<file path="config.mk">
export PLATFORM = sky130hd
export DESIGN_NAME = pllcfg_front
export DESIGN_NICKNAME = d
export VERILOG_FILES = /design/src/rtl/pllcfg_pkg.sv /design/src/rtl/pllcfg_sync.sv /design/src/rtl/pllcfg_regs.sv /design/src/rtl/pllcfg_front.sv
export SDC_FILE = /design/constraint.sdc
export NUM_CORES = 1
export LEC_CHECK = 0
export ABC_CLOCK_PERIOD_IN_PS = 5200
export BUFFER_PORTS_ARGS = -buffer_cell sky130_fd_sc_hd__buf_4
export CAP_MARGIN = 20
export CORE_MARGIN = 2
export CORE_UTILIZATION = 40
export DETAILED_ROUTE_END_ITERATION = 12
export SYNTH_ARGS = -nofsm -noshare
export SYNTH_HDL_FRONTEND = slang
export SYNTH_HIERARCHICAL = 1
export SYNTH_SLANG_ARGS = --single-unit
</file>
<file path="constraint.sdc">
create_clock -name clk -period 5.2 [get_ports clk]
set_input_delay 0.78 -clock clk [delete_from_list [all_inputs] [get_ports clk]]
set_output_delay 0.78 -clock clk [all_outputs]
set_load 0.05 [all_outputs]
</file>
<file path="src/rtl/pllcfg_pkg.sv">
package pllcfg_pkg;
    localparam int M_W    = 9;
    localparam int A_W    = 4;
    localparam int R_W    = 6;
    localparam int D_W    = 8;
    localparam int ENH_W  = 8;
    localparam int PRIM_W = R_W + 1 + M_W + A_W;
    // working word layout: {R, prescaler enable, M, A}
    localparam int A_LSB  = 0;
    localparam int M_LSB  = A_W;
    localparam int PE_BIT = A_W + M_W;
    localparam int R_LSB  = PE_BIT + 1;
    // split of M and R across the byte writes
    localparam int M_LO_W = D_W - 1;
    localparam int M_HI_W = M_W - M_LO_W;
    localparam int R_LO_W = D_W - A_W;
    localparam int R_HI_W = R_W - R_LO_W;
    // strobe vector indices
    localparam int STB_SCLK  = 0;
    localparam int STB_SLOAD = 1;
    localparam int STB_HOP   = 2;
    localparam int STB_WM1   = 3;
    localparam int STB_WM2   = 4;
    localparam int STB_WA    = 5;
    localparam int STB_ESEL  = 6;
    localparam int STB_N     = 7;
    // data vector: {mode_serial, mode_direct, par_data, ser_data}
    localparam int DAT_N     = D_W + 3;

    typedef enum logic [1:0] {
        ST_PAR = 2'd0,
        ST_SER = 2'd1,
        ST_DIR = 2'd2
    } mode_e;
endpackage

</file>
<file path="src/rtl/pllcfg_sync.sv">
module pllcfg_sync #(
    parameter int W      = 1,
    parameter int STAGES = 2
) (
    input  logic         clk,
    input  logic         rst_n,
    input  logic [W-1:0] din,
    output logic [W-1:0] dout
);
    logic [STAGES-1:0][W-1:0] chain_q;

    always_ff @(posedge clk or negedge rst_n) begin
        if (!rst_n) begin
            chain_q <= '0;
        end else begin
            chain_q[0] <= din;
            for (int i = 1; i < STAGES; i++) begin
                chain_q[i] <= chain_q[i-1];
            end
        end
    end

    assign dout = chain_q[STAGES-1];
endmodule

</file>
<file path="src/rtl/pllcfg_regs.sv">
module pllcfg_regs
    import pllcfg_pkg::*;
(
    input  logic              clk,
    input  logic              rst_n,
    input  logic              shift_p,
    input  logic              to_enh,
    input  logic              sbit,
    input  logic              copy_p,
    input  logic              wm1_p,
    input  logic              wm2_p,
    input  logic              wa_p,
    input  logic              we_p,
    input  logic [D_W-1:0]    pd,
    output logic [PRIM_W-1:0] prim,
    output logic [PRIM_W-1:0] sec,
    output logic [ENH_W-1:0]  enh
);
    always_ff @(posedge clk or negedge rst_n) begin
        if (!rst_n) begin
            prim <= '0;
            sec  <= '0;
            enh  <= '0;
        end else begin
            // copy uses the pre-update working word
            if (copy_p) sec <= prim;
            if (shift_p && !to_enh) prim <= {prim[PRIM_W-2:0], sbit};
            if (shift_p && to_enh)  enh  <= {enh[ENH_W-2:0], sbit};
            if (wm1_p) begin
                prim[PE_BIT]            <= pd[D_W-1];
                prim[M_LSB +: M_LO_W]   <= pd[M_LO_W-1:0];
            end
            if (wm2_p) begin
                prim[R_LSB+R_LO_W +: R_HI_W] <= pd[M_HI_W +: R_HI_W];
                prim[M_LSB+M_LO_W +: M_HI_W] <= pd[M_HI_W-1:0];
            end
            if (wa_p) begin
                prim[R_LSB +: R_LO_W] <= pd[D_W-1 -: R_LO_W];
                prim[A_LSB +: A_W]    <= pd[A_W-1:0];
            end
            if (we_p) enh <= pd;
        end
    end
endmodule

</file>
<file path="src/rtl/pllcfg_front.sv">
module pllcfg_front
    import pllcfg_pkg::*;
#(
    parameter int SYNC_STAGES = 2
) (
    input  logic              clk,
    input  logic              rst_n,
    input  logic              mode_direct,
    input  logic              mode_serial,
    input  logic              ser_clk,
    input  logic              ser_load_n,
    input  logic              ser_data,
    input  logic              enh_sel,
    input  logic [7:0]        par_data,
    input  logic              wr_m1,
    input  logic              wr_m2,
    input  logic              wr_a,
    input  logic              hop_wr,
    input  logic              fsel_ser,
    input  logic              fsel_par,
    input  logic              enh_en_n,
    input  logic [6:0]        dir_m,
    input  logic              dir_pe,
    input  logic [3:0]        dir_a,
    input  logic [3:0]        dir_r,
    output logic [8:0]        m_out,
    output logic [3:0]        a_out,
    output logic [5:0]        r_out,
    output logic              pe_out,
    output logic [7:0]        enh_out
);
    logic [STB_N-1:0]  stb_raw, stb_lvl, stb_prev_q, stb_rise;
    logic [DAT_N-1:0]  dat_raw, dat_lvl;
    logic [PRIM_W-1:0] prim_q, sec_q, src;
    logic [ENH_W-1:0]  enh_q;
    mode_e             state_q, state_d;
    logic              is_ser, is_par;
    logic              shift_p, copy_p, wm1_p, wm2_p, wa_p, we_p;

    assign stb_raw = {enh_sel, wr_a, wr_m2, wr_m1, hop_wr, ser_load_n, ser_clk};
    assign dat_raw = {mode_serial, mode_direct, par_data, ser_data};

    pllcfg_sync #(.W(STB_N), .STAGES(SYNC_STAGES)) u_sync_stb (
        .clk(clk), .rst_n(rst_n), .din(stb_raw), .dout(stb_lvl)
    );
    pllcfg_sync #(.W(DAT_N), .STAGES(SYNC_STAGES)) u_sync_dat (
        .clk(clk), .rst_n(rst_n), .din(dat_raw), .dout(dat_lvl)
    );

    always_ff @(posedge clk or negedge rst_n) begin
        if (!rst_n) stb_prev_q <= '0;
        else        stb_prev_q <= stb_lvl;
    end
    assign stb_rise = stb_lvl & ~stb_prev_q;

    // next-state decode from synchronized mode pins
    always_comb begin
        if (dat_lvl[D_W+1])      state_d = ST_DIR;
        else if (dat_lvl[D_W+2]) state_d = ST_SER;
        else                     state_d = ST_PAR;
    end

    always_ff @(posedge clk or negedge rst_n) begin
        if (!rst_n) state_q <= ST_PAR;
        else        state_q <= state_d;
    end

    assign is_ser  = (state_q == ST_SER);
    assign is_par  = (state_q == ST_PAR);
    assign shift_p = is_ser & stb_rise[STB_SCLK] & ~stb_lvl[STB_SLOAD];
    assign copy_p  = (is_ser & stb_rise[STB_SLOAD]) |
                     ((is_ser | is_par) & stb_rise[STB_HOP]);
    assign wm1_p   = is_par & stb_rise[STB_WM1];
    assign wm2_p   = is_par & stb_rise[STB_WM2];
    assign wa_p    = is_par & stb_rise[STB_WA];
    assign we_p    = is_par & stb_rise[STB_ESEL];

    pllcfg_regs u_regs (
        .clk(clk), .rst_n(rst_n),
        .shift_p(shift_p), .to_enh(stb_lvl[STB_ESEL]), .sbit(dat_lvl[0]),
        .copy_p(copy_p), .wm1_p(wm1_p), .wm2_p(wm2_p), .wa_p(wa_p), .we_p(we_p),
        .pd(dat_lvl[D_W:1]),
        .prim(prim_q), .sec(sec_q), .enh(enh_q)
    );

    // output process per state
    always_comb begin
        src     = sec_q;
        m_out   = '0;
        a_out   = '0;
        r_out   = '0;
        pe_out  = 1'b0;
        enh_out = '0;
        unique case (state_q)
            ST_DIR: begin
                m_out  = {{M_HI_W{1'b0}}, dir_m};
                a_out  = dir_a;
                r_out  = {{R_HI_W{1'b0}}, dir_r};
                pe_out = dir_pe;
            end
            ST_SER, ST_PAR: begin
                if ((is_ser && fsel_ser) || (is_par && fsel_par)) src = prim_q;
                m_out   = src[M_LSB +: M_W];
                a_out   = src[A_LSB +: A_W];
                r_out   = src[R_LSB +: R_W];
                pe_out  = src[PE_BIT];
                enh_out = enh_en_n ? '0 : enh_q;
            end
            default: begin
                m_out = '0;
            end
        endcase
    end
endmodule

</file>
==> results.sh <==
export IMPL_avgSynthCellArea_um2=12.7
export IMPL_vias=2558
export IMPL_clkTransAtPathRegs_ns=0.09
export IMPL_first_pass_iters=5
export IMPL_root_buffer="clkbuf_8"
export IMPL_final_setup_tns_ns=0
export IMPL_synth_edf_count=0
export IMPL_via_per_inst=5.01
export IMPL_gr_total_overflow=0
export IMPL_fill_cells=953
export IMPL_synth_main_ff_cell="dfrtp_1"
export IMPL_ys_types=31
export IMPL_grt_setup_unrepaired="false"
export IMPL_startpoint_type="flop"
export IMPL_cp_max_fo=20
export IMPL_synthCells=329
export IMPL_clock_fmax_mhz=314
export IMPL_p_leak_uw=0.00221
export IMPL_grt_total_usage_pct=15.0
export IMPL_setup_viol=0
export IMPL_multi_input_area_um2=1550
export IMPL_core_area_um2=10200
export IMPL_seq_area_um2=2330
export IMPL_design_area_um2=4830
export IMPL_wl_per_cell_um=15.4
export IMPL_finalClockSkew_ns=0.0126
export IMPL_dp_cells=494
export IMPL_clk_latency_ns=0.37
export IMPL_placed_cell_area_um2=4600
export IMPL_cp_top_family="multiplexers"
export IMPL_postCtsSetupBuffers=0
export IMPL_cts_max_level=3
export IMPL_synthArstFlopShare_pct=100
export IMPL_grt_pass1_wl_um=13400
export IMPL_crit_chain="mux2i_4 > mux2i_1 > o21ai_1 > buf_4"
export IMPL_final_cell_mix="dfrtp_1 (93), buf_4 (73), nand2_1 (24)"
export IMPL_crit_type="flop to output port"
export IMPL_r2r_end="u_regs/prim[10]"
export IMPL_final_common_cell="dfrtp_1"
export IMPL_die_area_um2=11300
export IMPL_reg2reg_depth=5
export IMPL_io_buffers=66
export IMPL_cts_buffer_depth=2
export IMPL_die_x_um=106
export IMPL_syn_cell_area_um2=4170
export IMPL_route_detailed_drc=0
export IMPL_seq_area_frac_synth_pct=55.8
export IMPL_antenna_found_initial=0
export IMPL_r2r_setup_slack_ns=2.68
export IMPL_fin_cells=511
export IMPL_nets=409
export IMPL_hold_path_class="flop to flop"
export IMPL_status="complete, no violations"
export IMPL_ys_warn_count=6
export IMPL_cts_resized_gates=0
export IMPL_hp_start="u_sync_dat/chain_q[2]"
export IMPL_end_kind="output port"
export IMPL_hpwl_um=5150
export IMPL_area_delta_synth_final_pct=15.7
export IMPL_p_per_area_nw_per_um2=376
export IMPL_slew_headroom_pct=37.1
export IMPL_finalMaxSlewViolations=0
export IMPL_synthesis_nets=368
export IMPL_cts_tree="built"
export IMPL_cap_violations=0
export IMPL_die_h_um=106
export IMPL_finalHoldViolCount=0
export IMPL_fin_crit_ns=3.18
export IMPL_postRouteAntennaNets=0
export IMPL_start_util_pct=40.8
export IMPL_ios=67
export IMPL_diodes=0
export IMPL_finish_utilization_pct=47.2
export IMPL_rows=37
export IMPL_r2r_start="state_q[0]"
export IMPL_worstMarginPinSlew_ns=0.924
export IMPL_finalWeightedCongestion=0.720
export IMPL_drt_initial_drc_count=172
export IMPL_crit_slowest_cell="mux2i_4"
export IMPL_drive_above_1_share_pct=30.9
export IMPL_hold_end="u_sync_dat/dout[2]"
export IMPL_peakVddDrop_mv=0.174
export IMPL_fin_crit_sh_pct=61.2
export IMPL_cts_hold_fix_buffers=0
export IMPL_grt_pass1_vias=2645
export IMPL_crit_path_max_incr_delay_ns=0.85
export IMPL_cts_inserted_buffers=9
export IMPL_power_uw=1820
export IMPL_grt_start_max_net_pins=53
export IMPL_required_ns=4.42
export IMPL_worstPathArrival_ns=2.40
export IMPL_drt_wl_total_um=7880
export IMPL_min_path_cells=0
export IMPL_crit_buf_inv=1
export IMPL_ys_ff_latch=93
export IMPL_cts_sinks=93
## metrics by stage
step           worst slack (ns)  hold slack, ns
2_1_floorplan              2.50           0.331
3_3_place_gp               2.21           0.333
3_5_place_dp               2.17           0.335
4_1_cts                    1.93           0.358
5_1_grt                    1.79           0.363
6_report                   2.02           0.356
## routing by layer
metal	share of wire, %	wire, um	global-route usage (%)	up-vias
met5	0	0	0	-
met4	1.2	92	6.20	0
met3	4.8	378	2.70	10
met2	47	3720	23.1	64
met1	47	3700	21.0	1241
li1	-	-	-	1243
## final cells by class
class | instances | area share (%)
repair buffers | 74 | 11.7
inverters | 2 | 0.156
well taps | 136 | 3.53
clock inverters | 7 | 1.79
flip-flops and latches | 93 | 48.2
multi-input cells | 190 | 32.1
clock buffers | 9 | 2.57
## cell usage after synthesis, types with 6 or more instances
cell type | number | share of area (%)
a221o_1 | 18 | 4.3
and2_1 | 11 | 1.6
and4bb_1 | 16 | 4.8
buf_2 | 12 | 1.4
buf_4 | 18 | 3.2
dfrtp_1 | 93 | 56
mux2_2 | 20 | 5.4
mux2i_1 | 20 | 4.8
nand2_1 | 24 | 2.2
nand2b_1 | 9 | 1.3
nand4b_1 | 8 | 1.7
nor2_1 | 6 | 0.54
nor2b_1 | 18 | 2.7
o211ai_1 | 7 | 1.3
o21ai_1 | 16 | 1.9
## report_power, final
| group | internal, uW | switching [uW] |
|---|---|---|
| sequential | 832 | 81.3 |
| combinational | 183 | 213 |
| clock | 235 | 272 |
## cell families after synthesis
family / count (synthesis) / share of synthesized area (%)
compound gates: 45 / 8.31
simple gates: 104 / 17.5
buf+inv: 46 / 7.68
flops: 93 / 55.8
mux: 41 / 10.7
## flip-flops by register name, summed over array words and instances, names as in the netlist
register and count:
state_q 2, stb_prev_q 7, u_regs/enh 8, u_regs/prim 20, u_regs/sec 20, u_sync_dat/chain_q 11, u_sync_dat/dout 11, u_sync_stb/chain_q 7
u_sync_stb/dout 7
## worst max path at each step
stage | start | to | slack (ns) | depth (start not counted)
4_1_cts | state_q[0] | r_out[2] | 1.93 | 4
3_5_place_dp | fsel_par | r_out[2] | 2.17 | 5
2_1_floorplan | fsel_par | m_out[6] | 2.50 | 4
3_3_place_gp | fsel_par | m_out[3] | 2.21 | 5
6_report | state_q[0] | r_out[2] | 2.02 | 4
5_1_grt | state_q[0] | r_out[0] | 1.79 | 4
Power figures use the tool's default switching activity.
